### src/rtl/i2c_cvt_pkg.sv
package i2c_cvt_pkg;
  localparam int BYTE_W = 8;

  typedef enum logic [2:0] {
    ST_IDLE,
    ST_ADDR,
    ST_AACK,
    ST_WDATA,
    ST_WACK,
    ST_RDATA,
    ST_RACK,
    ST_IGN
  } st_e;
endpackage

### src/rtl/i2c_cvt_sync.sv
module i2c_cvt_sync #(
  parameter int W      = 2,
  parameter int STAGES = 2
) (
  input  logic         clk_i,
  input  logic         rst_ni,
  input  logic [W-1:0] d_i,
  output logic [W-1:0] q_o,
  output logic [W-1:0] q_prev_o
);
  logic [STAGES:0][W-1:0] pipe;

  // idle bus is high, reset to ones so no false edge appears
  always_ff @(posedge clk_i or negedge rst_ni) begin
    if (!rst_ni) pipe <= '1;
    else         pipe <= {pipe[STAGES-1:0], d_i};
  end

  assign q_o      = pipe[STAGES-1];
  assign q_prev_o = pipe[STAGES];
endmodule

### src/rtl/i2c_cvt_cond.sv
module i2c_cvt_cond (
  input  logic scl_s_i,
  input  logic scl_p_i,
  input  logic sda_s_i,
  input  logic sda_p_i,
  output logic scl_rise_o,
  output logic scl_fall_o,
  output logic start_o,
  output logic stop_o
);
  logic scl_hold;

  assign scl_hold   = scl_s_i & scl_p_i;
  assign scl_rise_o = scl_s_i & ~scl_p_i;
  assign scl_fall_o = ~scl_s_i & scl_p_i;
  assign start_o    = scl_hold & sda_p_i & ~sda_s_i;
  assign stop_o     = scl_hold & ~sda_p_i & sda_s_i;
endmodule

### src/rtl/i2c_cvt_ctrl.sv
module i2c_cvt_ctrl
  import i2c_cvt_pkg::*;
#(
  parameter int ADDR_W   = 7,
  parameter int RES_W    = 12,
  parameter int RD_W     = 16,
  parameter int CFG_W    = 6,
  parameter int ACQ_FALL = 6,
  parameter logic [ADDR_W-1:0] GEN_ADDR = 7'h77
) (
  input  logic              clk_i,
  input  logic              rst_ni,
  input  logic              scl_rise_i,
  input  logic              scl_fall_i,
  input  logic              start_i,
  input  logic              stop_i,
  input  logic              sda_i,
  input  logic [ADDR_W-1:0] dev_addr_i,
  input  logic              busy_i,
  input  logic [RES_W-1:0]  result_i,
  output logic              sda_oe_o,
  output logic              conv_o,
  output logic              acq_o,
  output logic              wake_o,
  output logic [CFG_W-1:0]  cfg_o
);
  localparam int CNT_W = $clog2(BYTE_W + 1);
  localparam int PAD_W = RD_W - RES_W;
  localparam logic [CNT_W-1:0] C_LAST = CNT_W'(BYTE_W - 1);
  localparam logic [CNT_W-1:0] C_FULL = CNT_W'(BYTE_W);
  localparam logic [CNT_W-1:0] C_ACQ  = CNT_W'(ACQ_FALL);
  localparam logic [CNT_W-1:0] C_ONE  = CNT_W'(1);

  st_e               st;
  logic [CNT_W-1:0]  cnt;
  logic [ADDR_W-1:0] sh;
  logic [RD_W-1:0]   rd_sh;
  logic [CFG_W-1:0]  cfg_q;
  logic oe_q, ack_q, rw_q, pend_q, wr_q, byte2_q, mack_q;
  logic conv_q, acq_q, wake_q;

  logic own_hit, gen_hit, ack_ok, mid_byte;

  assign own_hit  = (sh == dev_addr_i);
  assign gen_hit  = (sh == GEN_ADDR);
  // broadcast only for writes, nothing while busy
  assign ack_ok   = !busy_i && (own_hit || (gen_hit && !sda_i));
  assign mid_byte = (st == ST_ADDR || st == ST_WDATA || st == ST_RDATA) && (cnt != '0);

  always_ff @(posedge clk_i or negedge rst_ni) begin
    if (!rst_ni) begin
      st      <= ST_IDLE;
      cnt     <= '0;
      sh      <= '0;
      rd_sh   <= '0;
      cfg_q   <= '0;
      oe_q    <= 1'b0;
      ack_q   <= 1'b0;
      rw_q    <= 1'b0;
      pend_q  <= 1'b0;
      wr_q    <= 1'b0;
      byte2_q <= 1'b0;
      mack_q  <= 1'b0;
      conv_q  <= 1'b0;
      acq_q   <= 1'b0;
      wake_q  <= 1'b0;
    end else begin
      conv_q <= 1'b0;
      acq_q  <= 1'b0;
      wake_q <= 1'b0;
      if (stop_i) begin
        // request only on a clean stop after an acked access
        oe_q   <= 1'b0;
        st     <= ST_IDLE;
        cnt    <= '0;
        pend_q <= 1'b0;
        wr_q   <= 1'b0;
        if (pend_q && !mid_byte) conv_q <= 1'b1;
      end else if (start_i) begin
        oe_q <= 1'b0;
        cnt  <= '0;
        if (mid_byte) begin
          st     <= ST_IDLE;
          pend_q <= 1'b0;
          wr_q   <= 1'b0;
        end else begin
          st <= ST_ADDR;
        end
      end else begin
        unique case (st)
          ST_ADDR: begin
            if (scl_rise_i) begin
              sh  <= {sh[ADDR_W-2:0], sda_i};
              cnt <= cnt + C_ONE;
              if (cnt == C_LAST) begin
                cnt    <= '0;
                st     <= ST_AACK;
                rw_q   <= sda_i;
                ack_q  <= ack_ok;
                wake_q <= own_hit;
              end
            end
          end
          ST_AACK: begin
            if (scl_fall_i) begin
              if (cnt == '0) begin
                oe_q <= ack_q;
                cnt  <= C_ONE;
              end else begin
                cnt <= '0;
                if (!ack_q) begin
                  oe_q <= 1'b0;
                  st   <= ST_IGN;
                end else if (rw_q) begin
                  st      <= ST_RDATA;
                  oe_q    <= ~rd_sh[RD_W-1];
                  byte2_q <= 1'b0;
                end else begin
                  st   <= ST_WDATA;
                  oe_q <= 1'b0;
                end
              end
            end else if (scl_rise_i && cnt == C_ONE && ack_q) begin
              pend_q <= 1'b1;
              if (rw_q) begin
                acq_q <= 1'b1;
                rd_sh <= {result_i, {PAD_W{1'b0}}};
              end
            end
          end
          ST_WDATA: begin
            if (scl_rise_i) begin
              sh  <= {sh[ADDR_W-2:0], sda_i};
              cnt <= cnt + C_ONE;
              if (cnt == C_LAST) begin
                cfg_q <= sh[ADDR_W-1 -: CFG_W];
                wr_q  <= 1'b1;
                cnt   <= '0;
                st    <= ST_WACK;
              end
            end else if (scl_fall_i && cnt == C_ACQ) begin
              acq_q <= 1'b1;
            end
          end
          ST_WACK: begin
            if (scl_fall_i) begin
              if (cnt == '0) begin
                oe_q <= 1'b1;
                cnt  <= C_ONE;
              end else begin
                oe_q <= 1'b0;
                cnt  <= '0;
                st   <= ST_IGN;
              end
            end
          end
          ST_RDATA: begin
            if (scl_rise_i) begin
              cnt <= cnt + C_ONE;
            end else if (scl_fall_i) begin
              rd_sh <= rd_sh << 1;
              if (cnt == C_FULL) begin
                oe_q <= 1'b0;
                cnt  <= '0;
                st   <= ST_RACK;
                // write then read in one bus transaction
                if (byte2_q && wr_q && pend_q) begin
                  conv_q <= 1'b1;
                  pend_q <= 1'b0;
                end
              end else begin
                oe_q <= ~rd_sh[RD_W-2];
              end
            end
          end
          ST_RACK: begin
            if (scl_rise_i) begin
              mack_q <= ~sda_i;
            end else if (scl_fall_i) begin
              if (mack_q && !byte2_q) begin
                st      <= ST_RDATA;
                byte2_q <= 1'b1;
                oe_q    <= ~rd_sh[RD_W-1];
              end else begin
                st   <= ST_IGN;
                oe_q <= 1'b0;
              end
            end
          end
          default: ;
        endcase
      end
    end
  end

  assign sda_oe_o = oe_q;
  assign conv_o   = conv_q;
  assign acq_o    = acq_q;
  assign wake_o   = wake_q;
  assign cfg_o    = cfg_q;
endmodule

### src/rtl/i2c_cvt_slave.sv
module i2c_cvt_slave #(
  parameter int ADDR_W     = 7,
  parameter int RES_W      = 12,
  parameter int RD_W       = 16,
  parameter int CFG_W      = 6,
  parameter int SYNC_STAGE = 2,
  parameter logic [ADDR_W-1:0] GEN_ADDR = 7'h77
) (
  input  logic              clk_i,
  input  logic              rst_ni,
  input  logic              scl_i,
  input  logic              sda_i,
  output logic              sda_oe_o,
  input  logic [ADDR_W-1:0] dev_addr_i,
  input  logic              conv_busy_i,
  input  logic [RES_W-1:0]  result_i,
  output logic              conv_start_o,
  output logic              acq_start_o,
  output logic              wake_o,
  output logic [CFG_W-1:0]  cfg_o
);
  logic [1:0] bus_s, bus_p;
  logic scl_s, sda_s;
  logic scl_rise, scl_fall, start_ev, stop_ev;

  i2c_cvt_sync #(.W(2), .STAGES(SYNC_STAGE)) u_sync (
    .clk_i    (clk_i),
    .rst_ni   (rst_ni),
    .d_i      ({scl_i, sda_i}),
    .q_o      (bus_s),
    .q_prev_o (bus_p)
  );

  assign scl_s = bus_s[1];
  assign sda_s = bus_s[0];

  i2c_cvt_cond u_cond (
    .scl_s_i    (scl_s),
    .scl_p_i    (bus_p[1]),
    .sda_s_i    (sda_s),
    .sda_p_i    (bus_p[0]),
    .scl_rise_o (scl_rise),
    .scl_fall_o (scl_fall),
    .start_o    (start_ev),
    .stop_o     (stop_ev)
  );

  i2c_cvt_ctrl #(
    .ADDR_W   (ADDR_W),
    .RES_W    (RES_W),
    .RD_W     (RD_W),
    .CFG_W    (CFG_W),
    .GEN_ADDR (GEN_ADDR)
  ) u_ctrl (
    .clk_i      (clk_i),
    .rst_ni     (rst_ni),
    .scl_rise_i (scl_rise),
    .scl_fall_i (scl_fall),
    .start_i    (start_ev),
    .stop_i     (stop_ev),
    .sda_i      (sda_s),
    .dev_addr_i (dev_addr_i),
    .busy_i     (conv_busy_i),
    .result_i   (result_i),
    .sda_oe_o   (sda_oe_o),
    .conv_o     (conv_start_o),
    .acq_o      (acq_start_o),
    .wake_o     (wake_o),
    .cfg_o      (cfg_o)
  );
endmodule

### config.mk
export PLATFORM = sky130hd
export DESIGN_NAME = i2c_cvt_slave
export DESIGN_NICKNAME = d
export VERILOG_FILES = /design/src/rtl/i2c_cvt_pkg.sv /design/src/rtl/i2c_cvt_sync.sv /design/src/rtl/i2c_cvt_cond.sv /design/src/rtl/i2c_cvt_ctrl.sv /design/src/rtl/i2c_cvt_slave.sv
export SDC_FILE = /design/constraint.sdc
export NUM_CORES = 1
export LEC_CHECK = 0
export ABC_CLOCK_PERIOD_IN_PS = 2100
export BUFFER_PORTS_ARGS = -buffer_cell sky130_fd_sc_hd__buf_4
export CORE_MARGIN = 2
export CORE_UTILIZATION = 40
export CTS_CLUSTER_DIAMETER = 120
export DETAILED_ROUTE_END_ITERATION = 8
export GPL_TIMING_DRIVEN = 0
export MAX_ROUTING_LAYER = met4
export PLACE_DENSITY = 0.73
export SKIP_CTS_REPAIR_TIMING = 1
export SYNTH_ARGS = -nofsm -noshare
export SYNTH_HDL_FRONTEND = slang
export SYNTH_SLANG_ARGS = --single-unit
### constraint.sdc
create_clock -name clk_i -period 2.1 [get_ports clk_i]
set_clock_uncertainty 0.2 [all_clocks]
set_input_delay 0 -clock clk_i [delete_from_list [all_inputs] [get_ports clk_i]]
set_output_delay 0 -clock clk_i [all_outputs]
set_load 0.05 [all_outputs]
==> metrics.txt, run 1 <==
total grt overflow 0; WP data arrival about 2.1 ns; layout cells sized above 1 34.6%; CTS buffer count 5; synthesized area 2690 um^2; area of the multi-input gates 1460 um^2; die area 7400 um^2; area grow syn2layout 32.3%; startpoint types flop; Yosys top cell by area dfrtp_1; worst-case clock buffer depth 2; Vias/cell between 5 and 6; top-count cell post-synth dfrtp_1; Top Ports 34; Synth Area in XOR/XNOR 3.25%; ys flop type dfrtp_1; dpl ws -0.441 ns; slack of the worst reg-to-reg path -0.04 ns; syn avg cell area 10.2 um^2; PnR worst setup slack -0.0422 ns; simple-gate share of the synthesized area 16.8%; Worst EP required 2.09 ns; class of the worst hold path in2reg; wire per inst 15.9 um; core footprint 6420 um^2; syn_nets ~300; non-filler instance count after layout approximately 420; Setup violations, final 6; Mapped Cells 265; Root Buffer clkbuf_8; Overall Global Routing Usage approximately 18%; Core Util, Final 55.4%; Post-synth EDFFs 0; gp weighted congestion approximately 0.95; largest family of logic cells by synthesized area simple AND/OR/NAND/NOR gates; Critical Path End Type flop; share of the synthesized area in the top cell type between 30% and 40%; Starting Density 41.9%; static leakage roughly 0.0016 uW; antenna cells 0; status finished with violations; # fillers about 530; largest net degree at the start of global routing 49; top cells by area, synth dfrtp_1 39%, dfstp_2 5.9%, a21oi_1 4.3%; max-slew violation total from the final report 0; Post-synth top cells 42 x dfrtp_1, 25 x nor2_1, 23 x a21oi_1; Routed Antenna Nets 0; first-pass GRT wire length 10300 um; post-synthesis mux area share 11.2%; reg2reg start u_sync.q_o[0]; post-synthesis compound-gate area fraction 15.9%; hold_sp dev_addr_i[5]; synth unique cells 56; flops & latches, synth 48; worst setup path startpoint u_sync.q_o[0]; fin crit period 2.14 ns; clk slew on worst S/H paths ~0.09 ns; clock sinks 48; post-synthesis sequential area ratio 44.9%; Final nets 371; vias in the first global route 2151; Slew HR 61.3%; f_max 0.467 GHz; DRT Wirelength 6650 um; CTS tree done; H-Tree Depth 2; Cells after DPL ~380; Die Wd 86.0 um; fin crit share 102%; crit path kind reg2reg; CP max FO 7; row cnt 29; DR vias 2383; Port-buffer cells 33; First-pass DRT Iterations 7; clk_lat worst skew 0.31 ns; Final Hold Vio Count 0; Worst-Margin Slew 0.580 ns; FF/Latch Area 1210 um^2; DRC 0; Post-Synth Adder-Cell Area 3.25%; initial antenna violation count 0; synth warn 0; maximum vdd drop 0.478 mV; pwr dens 623 nW/um^2; max_cap viols 0; Initial DRC Count 208; DIE HEIGHT between 80 and 90 um; detailed placer's ending HPWL around 4300 um; FFs w/ async S/R, synth 100%; failing checks setup timing; RSZ-0062 raised after global routing true
-- cells by family (layout without fill, tap and decap cells) --
family                     after synthesis  after routing
adders and majority gates                7              7
muxes                                   26             26
buffers and inverters                   26            102
AOI/OAI and AO/OA                       66             66
and+or+nand+nor                         82             82
DFF                                     48             48
xor gates and xnor gates                10             10
-- through the flow --
stage               power, uW  hold WS [ns]  TNS [ns]  area [um^2]
finish                   2220       0.00810    -0.197         3560
global route             2340        0.0283     -1.22         3560
CTS                      2110        -0.487     -9.30         3160
detailed placement       1520        -0.157     -8.81         3060
global placement         1510        -0.147     -7.69         3060
floorplan                1370        -0.496     -1.34         2720
-- layer usage --
metal	part of all wire (%)	track usage (%)	vias to the layer above
li1	-	-	1114
met1	43	24.6	1169
met2	48	27.6	82
met3	5.7	2.31	18
met4	2.5	5.19	0
met5	0	-	-
-- power by group --
| group | switching [uW] | leakage [uW] | internal, uW | total (uW) |
|---|---|---|---|---|
| combinational | 279 | 0.000990 | 269 | 548 |
| clock | 332 | 0.0000516 | 270 | 602 |
| sequential | 61.0 | 0.000607 | 1010 | 1070 |
| total | 672 | 0.00165 | 1540 | 2220 |
-- final cells by class --
cell class	count	share of cell area [%]
Sequential cell	48	34.0
Buffer	15	2.53
Clock inverter	2	0.387
Tap cell	77	2.71
Clock buffer	6	2.32
Multi-Input combinational cell	191	41.0
Timing Repair Buffer	70	16.2
Inverter	9	0.949
-- layout by cell type (no fill, tap or decap), drive strengths merged, types with 3 or more instances in the layout --
cell / count
mux2: 15
dfstp: 6
nand3: 9
buf: 56
ha: 7
xor2: 9
clkbuf: 15
a31oi: 6
o21a: 3
nand4b: 3
mux2i: 11
nor2: 25
dlygate4sd3: 20
o21ai: 9
inv: 10
a211oi: 3
a21oi: 23
nand2: 14
nor3: 4
nor2b: 4
dfrtp: 42
and3b: 3
-- worst paths after layout --
check	depth (start not counted)	endpoint
setup / recovery	7	u_ctrl.cfg_o[0]
hold / removal	4	u_ctrl.wake_o
setup reg to reg	7	u_ctrl.cfg_o[0]
hold reg to reg	0	u_sync.q_o[0]
max in group asynchronous	2	u_ctrl.sh[3]
min in group asynchronous	2	u_ctrl.st[1]
-- worst max-delay path, cell delays in order, from the launching register on --
cell and delay (ns):
dfstp_2 0.54, buf_6 0.11, xor2_2 0.08, and2_4 0.19, nor4_4 0.23, and3_1 0.20, buf_6 0.15, mux2_4 0.31
-- state kept, by name (all words and copies together) (netlist names), 2 cells and up --
| signal | cells |
|---|---|
| u_ctrl.sh | 7 |
| u_sync.q_prev_o | 2 |
| u_sync.q_o | 2 |
| u_ctrl.st | 3 |
| u_sync.pipe | 2 |
| u_ctrl.rd_sh | 12 |
| u_ctrl.cnt | 4 |
| u_ctrl.cfg_o | 6 |
(Power assumes the default switching activity.)
==> run 2, diff against run 1 <==
--- a/config.mk
+++ b/config.mk
@@ -5,6 +5,7 @@
 export SDC_FILE = /design/constraint.sdc
 export NUM_CORES = 1
 export LEC_CHECK = 0
+export ABC_AREA = 1
 export ABC_CLOCK_PERIOD_IN_PS = 2100
 export BUFFER_PORTS_ARGS = -buffer_cell sky130_fd_sc_hd__buf_4
 export CORE_MARGIN = 2
@@ -13,7 +14,7 @@
 export DETAILED_ROUTE_END_ITERATION = 8
 export GPL_TIMING_DRIVEN = 0
 export MAX_ROUTING_LAYER = met4
-export PLACE_DENSITY = 0.73
+export PLACE_DENSITY = 0.72
 export SKIP_CTS_REPAIR_TIMING = 1
 export SYNTH_ARGS = -nofsm -noshare
 export SYNTH_HDL_FRONTEND = slang
==> run 2 against run 1 <==
The flow now finishes without violations. Register-to-register slack better by 0.11 ns. Global-route usage is 0.31 points higher. Setup slack better by 0.11 ns. Fmax rose by 5.4%. Final area increased by 8.2%. Area after synthesis grew 13%. Non-clock buffer count decreased by 18. Sequential cell count unchanged. Clock power increased by 20%. Sequential power increased by 30%. Wire length is 12% higher.
==> metrics.txt, run 2 <==
reg2reg start u_sync.q_o[1]; RSZ-0062 raised after global routing true; syn avg cell area 8.04 um^2 (-21%); Core Util, Final 52.8% (-2.6 points); Routed Antenna Nets 0 (unchanged); share of the synthesized area in the top cell type 34.7% (-4.4 points); maximum vdd drop 0.454 mV (-4.9%); Setup TNS Final 0 ns (+0.197 ns); DRT Wirelength 7420 um (+12%); CTS buffer count 5 (unchanged); f_max 0.492 GHz (+5.4%); DIE HEIGHT 91.1 um (+5.9%); post-synthesis sequential area ratio 39.9% (-5.0 points); startpoint types flop; CP Cell Sequence ha_4, buf_6, nand4_1, o21ai_2, nand2_4, buf_12, nand2_2, o21ai_2; largest net degree at the start of global routing 49 (unchanged); CP peak stage delay 0.61 ns (+0.07 ns); top cells by area, synth dfrtp_1 35%, nand2_1 11%, dfstp_2 5.2%; flops & latches, synth 48 (unchanged); die area 8290 um^2 (+12%); Post-synth top cells 88 x nand2_1, 42 x dfrtp_1, 30 x nor2_1; area of the multi-input gates 1660 um^2 (+14%); FFs w/ async S/R, synth 100% (unchanged); total grt overflow 0 (unchanged); detailed placer's ending HPWL 5200 um (+21%); clock sinks 48 (unchanged); r2r worst-path depth 8 (+1); CTS tree done; leading cell type in the layout, fill and taps excluded nand2_1; Starting Density 41.6% (-0.33 points); max reg flops 12 (unchanged); Setup violations, final 0 (-6); first-pass GRT wire length 12000 um (+16%); syn_nets 408 (+38%); DRC 0 (unchanged); # fillers 714 (+35%); static leakage 0.00186 uW (+13%); minimum hold slack 0.0188 ns (+0.0107 ns); ys flop type dfrtp_1; worst-case clock buffer depth 2 (unchanged); synthesized area 3030 um^2 (+13%); vias in the first global route 2509 (+17%); placed cell area 3400 um^2 (+11%); class of the worst hold path in2reg; top-count cell post-synth nand2_1; synth warn 0 (unchanged); row cnt 31 (+6.9%); pwr dens 1070 nW/um^2 (+72%); max-slew violation total from the final report 0 (unchanged); most frequent cells in the layout 84 x nand2_1, 42 x dfrtp_1, 35 x buf_4; core footprint 7290 um^2 (+14%); First-pass DRT Iterations 5 (-2); Worst EP required 2.09 ns (about the same); Critical Path End Type flop; Initial DRC Count 233 (+12%); FF/Latch Area 1210 um^2 (unchanged); Crit Reg-Reg Endpoint u_ctrl.rd_sh[14]; gp weighted congestion 0.913 (-3.5%); Biggest register u_ctrl.rd_sh; Vias/cell 5.24 (-8.1%); slack of the worst reg-to-reg path 0.07 ns (+0.11 ns); wire per inst 13.8 um (-13%); layout cells sized above 1 31.9% (-2.7 points); worst setup path startpoint u_sync.q_o[1]; Slew HR 60.2% (-1.1 points); Final nets 469 (+26%); Port-buffer cells 33 (unchanged); fin crit period 2.03 ns (-0.109 ns); CP max FO 10 (+3); fin crit share 96.8% (-5.2 points); Mapped Cells 377 (+42%); Post-synth EDFFs 0 (unchanged); clk slew on worst S/H paths 0.09 ns (about the same); Yosys top cell by area dfrtp_1; area grow syn2layout 27.0%; initial antenna violation count 0 (unchanged); clk_lat worst skew 0.31 ns (about the same); antenna cells 0 (unchanged); CP Capture Point u_ctrl.rd_sh[14]; Root Buffer clkbuf_8; DR vias 2818 (+18%); Crit-path slowest cell dfstp_2; crit path kind reg2reg; synth unique cells 41 (-27%); max_cap viols 0 (unchanged); Final Cell Area 3850 um^2 (+8.2%); Final Hold Vio Count 0 (unchanged); crit-path most repeated cell o21ai_2; Worst-Margin Slew 0.597 ns (+0.0169 ns); Top Ports 34 (unchanged); status completed; Overall Global Routing Usage 18.2% (+0.31 points); Die Wd 91.1 um (+5.9%); H-Tree Depth 2 (unchanged); WP data arrival 2.03 ns (-0.10 ns)
==> run 2: changes by cell type in the layout (fill, tap and decap cells not counted), sizes merged, moves of 5 or more <==
| cell | change |
|---|---|
| mux2i | -11 |
| xor2 | -6 |
| nand4 | +12 |
| a31oi | -5 |
| inv | +27 |
| o21ai | +39 |
| nand3 | +21 |
| nor2 | +13 |
| nand2 | +90 |
| mux2 | -14 |
| or2 | +10 |
| buf | -9 |
| a21oi | -13 |
| clkbuf | -8 |
==> run 2: where the power goes <==
group / total, uW / switching (uW) / internal [uW]
combinational: 2010 / 1250 / 760
clock: 721 / 331 / 390
sequential: 1390 / 199 / 1190
total: 4120 / 1780 / 2340
==> run 2: kinds of logic (layout without fill, tap and decap cells) <==
family / count (synthesis) / count (layout) / share of synthesized area (%)
and+or+nand+nor: 200 / 200 / 33.4
AOI/OAI and AO/OA: 64 / 64 / 12.8
buffers and inverters: 50 / 112 / 8.58
DFF: 48 / 48 / 39.9
adders and majority gates: 7 / 7 / 2.89
xor gates and xnor gates: 7 / 7 / 2.02
muxes: 1 / 1 / 0.371
==> run 2: worst min path at each step <==
| stage | startpoint | end | slack, ns | cells after the start |
|---|---|---|---|---|
| after floorplan | rst_ni | u_ctrl.ack_q | -0.50 | 0 |
| after global routing | dev_addr_i[1] | u_ctrl.ack_q | 0.07 | 8 |
| after detailed placement | rst_ni | u_ctrl.conv_o | -0.14 | 1 |
| final | dev_addr_i[1] | u_ctrl.ack_q | 0.02 | 8 |
| after global placement | rst_ni | u_ctrl.cnt[1] | -0.14 | 1 |
| after CTS | rst_ni | u_ctrl.cnt[1] | -0.48 | 1 |
==> run 2: layer usage <==
metal	routed length [um]	part of all wire, %	global-route usage [%]	up-vias
li1	-	-	-	1353
met1	3340	45	24.9	1302
met2	3460	47	27.4	140
met3	430	5.8	3.82	23
met4	184	2.5	4.80	0
met5	0	0	-	-
==> run 2: worst max-delay path: cells and delay by family, from the launching register on <==
kind | cells | cell delay, ns
simple gates | 3 | 0.35
compound gates | 2 | 0.30
buf+inv | 2 | 0.30
fa+ha+maj | 1 | 0.14
flops | 1 | 0.61
==> run 2: through the flow <==
| step | instances | setup WS (ns) | total power, uW |
|---|---|---|---|
| final | 538 | 0.0672 | 4120 |
| after detailed placement | 509 | 0.00622 | 3260 |
| after floorplan | 377 | 0.214 | 2840 |
| after global placement | 509 | -0.00413 | 3220 |
| after CTS | 517 | 0.0120 | 4000 |
| after global routing | 538 | -0.0103 | 4450 |
==> run 2: layout make-up <==
type / instances / share of cell area, %
Clock buffer: 6 / 2.14
Timing Repair Buffer: 54 / 11.9
Sequential cell: 48 / 31.4
Buffer: 13 / 3.35
Tap cell: 99 / 3.22
Inverter: 37 / 3.93
Clock inverter: 2 / 1.01
Multi-Input combinational cell: 279 / 43.1
